## config.mk

```make
export PLATFORM = sky130hd
export DESIGN_NAME = tmr_irq_ctrl
export DESIGN_NICKNAME = d
export VERILOG_FILES = /design/src/rtl/tmr_irq_pkg.sv /design/src/rtl/tmr_irq_regs.sv /design/src/rtl/tmr_irq_arb.sv /design/src/rtl/tmr_irq_ctrl.sv
export SDC_FILE = /design/constraint.sdc
export NUM_CORES = 1
export LEC_CHECK = 0
export ABC_AREA = 1
export ABC_CLOCK_PERIOD_IN_PS = 1300
export CAP_MARGIN = 40
export CORE_UTILIZATION = 34
export CTS_CLUSTER_SIZE = 12
export DETAILED_ROUTE_END_ITERATION = 8
export GPL_ROUTABILITY_DRIVEN = 0
export PLACE_DENSITY = 0.78
export SYNTH_ARGS = -nofsm -noshare
export SYNTH_HDL_FRONTEND = slang
export SYNTH_SLANG_ARGS = --single-unit
```

## constraint.sdc

```tcl
create_clock -name clk -period 1.3 [get_ports clk]
set_input_delay 0.13 -clock clk [delete_from_list [all_inputs] [get_ports clk]]
set_output_delay 0.13 -clock clk [all_outputs]
set_load 0.02 [all_outputs]
```

## src/rtl/tmr_irq_pkg.sv

```systemverilog
package tmr_irq_pkg;
    localparam int NSRC = 4;
    localparam int DW   = 8;

    // source index = priority order (0 highest)
    localparam int SRC_CAP  = 0;
    localparam int SRC_CMPA = 1;
    localparam int SRC_OVF1 = 2;
    localparam int SRC_OVF0 = 3;

    typedef struct packed {
        logic [NSRC-1:0] mask;
        logic [NSRC-1:0] flag;
    } irq_state_t;

    // register bit position for each source
    function automatic int src_bit(input int idx);
        case (idx)
            SRC_CAP:  return 3;
            SRC_CMPA: return 6;
            SRC_OVF1: return 7;
            default:  return 1;
        endcase
    endfunction
endpackage

```

## src/rtl/tmr_irq_regs.sv

```systemverilog
module tmr_irq_regs
    import tmr_irq_pkg::*;
(
    input  logic            clk,
    input  logic            rst_n,
    input  logic            wr_mask,
    input  logic            wr_flag,
    input  logic [NSRC-1:0] wdata_src,
    input  logic [NSRC-1:0] ev,
    input  logic [NSRC-1:0] ack_clr,
    output logic [NSRC-1:0] mask_o,
    output logic [NSRC-1:0] flag_o
);
    irq_state_t st_d, st_q;

    always_comb begin
        logic [NSRC-1:0] clr;
        st_d = st_q;
        clr  = ack_clr | (wr_flag ? wdata_src : '0);
        if (wr_mask)
            st_d.mask = wdata_src;
        // set wins over any clear in the same cycle
        st_d.flag = (st_q.flag & ~clr) | ev;
    end

    always_ff @(posedge clk) begin
        if (!rst_n) st_q <= '0;
        else        st_q <= st_d;
    end

    assign mask_o = st_q.mask;
    assign flag_o = st_q.flag;

    a_r3_event_sets: assert property (@(posedge clk) disable iff (!rst_n)
        (ev != '0) |=> ((flag_o & $past(ev)) == $past(ev)));

    a_r4_w1c_clears: assert property (@(posedge clk) disable iff (!rst_n)
        wr_flag |=> ((flag_o & $past(wdata_src) & ~$past(ev)) == '0));

    a_r2_mask_load: assert property (@(posedge clk) disable iff (!rst_n)
        wr_mask |=> (mask_o == $past(wdata_src)));

    a_r8_flags_hold: assert property (@(posedge clk) disable iff (!rst_n)
        (!wr_flag && ev == '0 && ack_clr == '0) |=> $stable(flag_o));
endmodule

```

## src/rtl/tmr_irq_arb.sv

```systemverilog
module tmr_irq_arb
    import tmr_irq_pkg::*;
#(
    parameter int VEC_W    = 8,
    parameter int VEC_BASE = 3
)(
    input  logic             gie,
    input  logic [NSRC-1:0]  mask,
    input  logic [NSRC-1:0]  flag,
    output logic [NSRC-1:0]  grant,
    output logic             req,
    output logic [VEC_W-1:0] vec
);
    logic [NSRC-1:0] pend;

    assign pend = gie ? (mask & flag) : '0;
    assign req  = |pend;

    always_comb begin
        grant = '0;
        vec   = '0;
        for (int i = NSRC - 1; i >= 0; i--) begin
            if (pend[i]) begin
                grant    = '0;
                grant[i] = 1'b1;
                vec      = VEC_W'(VEC_BASE + i);
            end
        end
    end
endmodule

```

## src/rtl/tmr_irq_ctrl.sv

```systemverilog
module tmr_irq_ctrl
    import tmr_irq_pkg::*;
#(
    parameter int          AW        = 6,
    parameter logic [AW-1:0] ADDR_FLAG = 6'h38,
    parameter logic [AW-1:0] ADDR_MASK = 6'h39,
    parameter int          VEC_W     = 8,
    parameter int          VEC_BASE  = 3
)(
    input  logic             clk,
    input  logic             rst_n,
    input  logic [AW-1:0]    bus_addr,
    input  logic             bus_we,
    input  logic [DW-1:0]    bus_wdata,
    output logic [DW-1:0]    bus_rdata,
    input  logic             ev_t1_cap,
    input  logic             ev_t1_cmpa,
    input  logic             ev_t1_ovf,
    input  logic             ev_t0_ovf,
    input  logic             t1_dir_flip,
    input  logic             pwm_mode,
    input  logic             gie,
    input  logic             irq_ack,
    output logic             irq_req,
    output logic [VEC_W-1:0] irq_vec
);
    logic [NSRC-1:0] wsrc, ev, mask, flag, grant, ack_clr;
    logic            wr_mask, wr_flag;

    assign wr_mask = bus_we && (bus_addr == ADDR_MASK);
    assign wr_flag = bus_we && (bus_addr == ADDR_FLAG);

    for (genvar g = 0; g < NSRC; g++) begin : g_gather
        assign wsrc[g] = bus_wdata[src_bit(g)];
    end

    assign ev[SRC_CAP]  = ev_t1_cap;
    assign ev[SRC_CMPA] = ev_t1_cmpa;
    assign ev[SRC_OVF1] = pwm_mode ? t1_dir_flip : ev_t1_ovf;
    assign ev[SRC_OVF0] = ev_t0_ovf;

    assign ack_clr = irq_ack ? grant : '0;

    tmr_irq_regs i_regs (
        .clk       (clk),
        .rst_n     (rst_n),
        .wr_mask   (wr_mask),
        .wr_flag   (wr_flag),
        .wdata_src (wsrc),
        .ev        (ev),
        .ack_clr   (ack_clr),
        .mask_o    (mask),
        .flag_o    (flag)
    );

    tmr_irq_arb #(.VEC_W(VEC_W), .VEC_BASE(VEC_BASE)) i_arb (
        .gie   (gie),
        .mask  (mask),
        .flag  (flag),
        .grant (grant),
        .req   (irq_req),
        .vec   (irq_vec)
    );

    always_comb begin
        bus_rdata = '0;
        for (int i = 0; i < NSRC; i++) begin
            if (bus_addr == ADDR_FLAG) bus_rdata[src_bit(i)] = flag[i];
            else if (bus_addr == ADDR_MASK) bus_rdata[src_bit(i)] = mask[i];
        end
    end

    a_r7_grant_onehot: assert property (@(posedge clk) disable iff (!rst_n)
        $onehot0(grant));

    a_r6_req_needs_gie: assert property (@(posedge clk) disable iff (!rst_n)
        irq_req |-> gie);

    a_r7_vec_range: assert property (@(posedge clk) disable iff (!rst_n)
        irq_req |-> (irq_vec >= VEC_W'(VEC_BASE) && irq_vec < VEC_W'(VEC_BASE + NSRC)));

    a_r8_ack_clears_grant: assert property (@(posedge clk) disable iff (!rst_n)
        (irq_ack && irq_req && (grant & ev) == '0) |=> ((flag & $past(grant)) == '0));
endmodule

```

==> metrics.csv <==
stage;metric;value;unit
timing;finalCritPeriodShare;0.987;
placement;io_buffers;28;
clocking;cts_tree;built;
floorplanning;core-area;1580;um2
synthesis;avgSynthCellArea;6.84;um2
floorplanning;die_w;44.1;um
setup_path;rrSetupSlack;210;ps
global_route;grt_max_degree;9;
global_route;track_usage;0.183;
setup_path;path_cells;nand3_2 > a21boi_2 > a31oi_1 > buf_2;
clocking;clockBufferDepth;2;
synthesis;synth_top_area_frac;0.266;
timing;fin_tns_setup;0;ps
placement;postPlaceCellArea;962;um2
global_route;grt_pass1_wl;2620;um
setup_path;worstPathArrival;1150;ps
synthesis;yosysTopAreaCell;dfxtp_1;
clocking;clk-insertion-delay-late;250;ps
timing;final_hold_viol_count;0;
finish;num_antenna_cells;0;
floorplanning;rows;14;
synthesis;synth_area_leaders;dfxtp_1, buf_4, inv_1;
floorplanning;die_height;44.1;um
routing;viasPerCell;4.92;
run_status;violations;design-rule violations;
routing;drc_errors;1;
global_route;overflow;0;
timing;timing.fmax;780;MHz
synthesis;yosys_warnings;0;
setup_path;slowest_delay;330;ps
power_and_ir_drop;power_density;622;nW/um2
global_route;grt_pass1_vias;672;
routing;drt-total-wl;1640;um
clocking;ctsHoldBuffers;0;
setup_path;crit_buf_inv;1;
finish;fillers;164;
timing;period_minus_slack;1280;ps
hold_path;hold-path-cell-count;3;
synthesis;async_reset_ff_frac;0;
power_and_ir_drop;peakVddDrop;390;uV
routing;vias;733;
power_and_ir_drop;leakage;0.496;nW
global_route;antenna_found_initial;0;
clocking;clkTransAtPathRegs;50;ps
setup_path;worstPathRequired;1170;ps
routing;drtIter0Drc;24;
hold_path;min_from;ev_t0_ovf;
floorplanning;dieArea;1940;um2
timing;hold_ws;434;ps
finish;final_nets;160;
floorplanning;initial_core_util;0.382;
setup_path;r2r_cells;8;
finish;drive_gt1_frac;0.368;
routing;wl_per_cell;11.0;um
synthesis;synthesis.area;602;um2
clocking;clock_sinks;8;
run_status;status;finished with violations;
timing;grt_setup_unrepaired;yes;
timing;setup_viol;0;
clocking;clockRootBuffer;clkbuf_4;
synthesis;synth_common_cells;inv_1, nand2_1, buf_4;
floorplanning;ios;42;
setup_path;cp_slowest_cell;dfxtp_2;
setup_path;r2r-end;i_regs.flag_o[2];
routing;drt-pass1-iter-count;6;
setup_path;crit_path_start_kind;flop;
job;drv_cap;0;
synthesis;synth_edf_count;0;
placement;dp_hpwl;1330;um
synthesis;synthFlopType;dfxtp_1;
finish;syn_to_final_growth;68.2;%
routing;ant_nets;0;
synthesis;ys_types;20;
timing;clock_skew;2.60;ps
synthesis;synth_cells;88;
clocking;htreeDepth;1;
setup_path;path_max_fanout;3;
setup_path;crit_type;reg -> out;
timing;slew_violations;0;
setup_path;cp-end-kind;primary output;
setup_path;r2r_start;i_regs.mask_o[2];
synthesis;synth-seq-cells;8;
setup_path;cpLargestDelayFamily;flip-flops;
hold_path;holdPathEnd;i_regs.flag_o[3];
synthesis;yosysSeqAreaShare;0.266;
hold_path;worst_hold_path_type;in -> reg;
finish;final_area;1010;um2
clocking;cts_inserted_buffers;3;
==> stage by stage <==
stage / setup WS [ps] / util / cells / power (W)
2_1_floorplan: 150 / - / 96 / 0.000357
4_1_cts: 1.31 / 0.636 / 148 / 0.000631
3_5_place_dp: -617 / 0.610 / 144 / 0.000439
6_report: 17.3 / 0.642 / 149 / 0.000629
5_1_grt: -39.2 / 0.642 / 149 / 0.000673
3_3_place_gp: -582 / 0.610 / 144 / 0.000435
==> placed cells by master, fill, tap and decap left out, drive strengths merged, types with 7 or more instances in the layout <==
master / instances
conb: 9
nand2: 14
nand3: 10
nor2: 8
inv: 13
buf: 23
dfxtp: 8
dlygate4sd2: 7
o21ai: 9
clkdlybuf4s50: 13
a21oi: 8
==> worst max-delay path by stage <==
| stage | startpoint | to | slack [ps] | cells past startpoint |
|---|---|---|---|---|
| floorplan | bus_addr[2] | bus_rdata[1] | 150 | 5 |
| global placement | bus_addr[4] | bus_rdata[7] | -580 | 6 |
| detailed placement | bus_addr[4] | bus_rdata[6] | -620 | 6 |
| CTS | i_regs.flag_o[3] | irq_vec[2] | 1 | 4 |
| global route | i_regs.flag_o[3] | irq_vec[2] | -40 | 4 |
| finish | i_regs.flag_o[3] | irq_vec[2] | 20 | 4 |
==> registers in the layout, summed over array words and instances (netlist names) <==
| signal | flops |
|---|---|
| i_regs.mask_o | 4 |
| i_regs.flag_o | 4 |
==> where the power goes <==
part / leakage [nW] / total (W) / internal, W / switching, W
Clock: 0.0138 / 0.000185 / 0.000105 / 0.0000801
Sequential: 0.0670 / 0.000267 / 0.000258 / 0.00000862
Combinational: 0.415 / 0.000177 / 0.0000879 / 0.0000895
Total: 0.496 / 0.000629 / 0.000451 / 0.000178
==> cell type report <==
| type | instances | area [um2] | area share |
|---|---|---|---|
| multi-input combinational | 66 | 393 | 0.388 |
| tap | 16 | 20.0 | 0.0198 |
| sequential | 8 | 166 | 0.164 |
| inverter | 13 | 48.8 | 0.0482 |
| clock buffer | 3 | 22.5 | 0.0222 |
| timing repair buffer | 43 | 362 | 0.357 |
==> cells by family after synthesis <==
logic type / Yosys count / synth area share
flip-flops: 8 / 0.266
multiplexers: 1 / 0.0166
AND/OR/NAND/NOR: 37 / 0.341
buffers and inverters: 22 / 0.193
AO/OA/AOI/OAI: 19 / 0.177
other: 1 / 0.00623
==> worst register-to-register path: cells and delay by family (launching register included) <==
family / cells / cell delay, ps
AOI/OAI and AO/OA: 1 / 50
buffers and inverters: 2 / 200
DFF: 1 / 340
and+or+nand+nor: 5 / 410
==> metal layers <==
metal	vias up	share of wire	GRT usage
li1	367	-	-
met1	315	0.38	0.219
met2	45	0.51	0.303
met3	6	0.077	0.0490
met4	0	0.027	0.0848
met5	-	0	0
==> repair_timing <==
item                                   4_1_cts  5_1_grt
setup endpoints to repair                    8        4
buffers inserted                             1        1
cloned                                       0        0
endpoints found under the hold margin        0        0
resized for setup                           65        7
pin swaps                                    7        1
(Power assumes the default switching activity.)
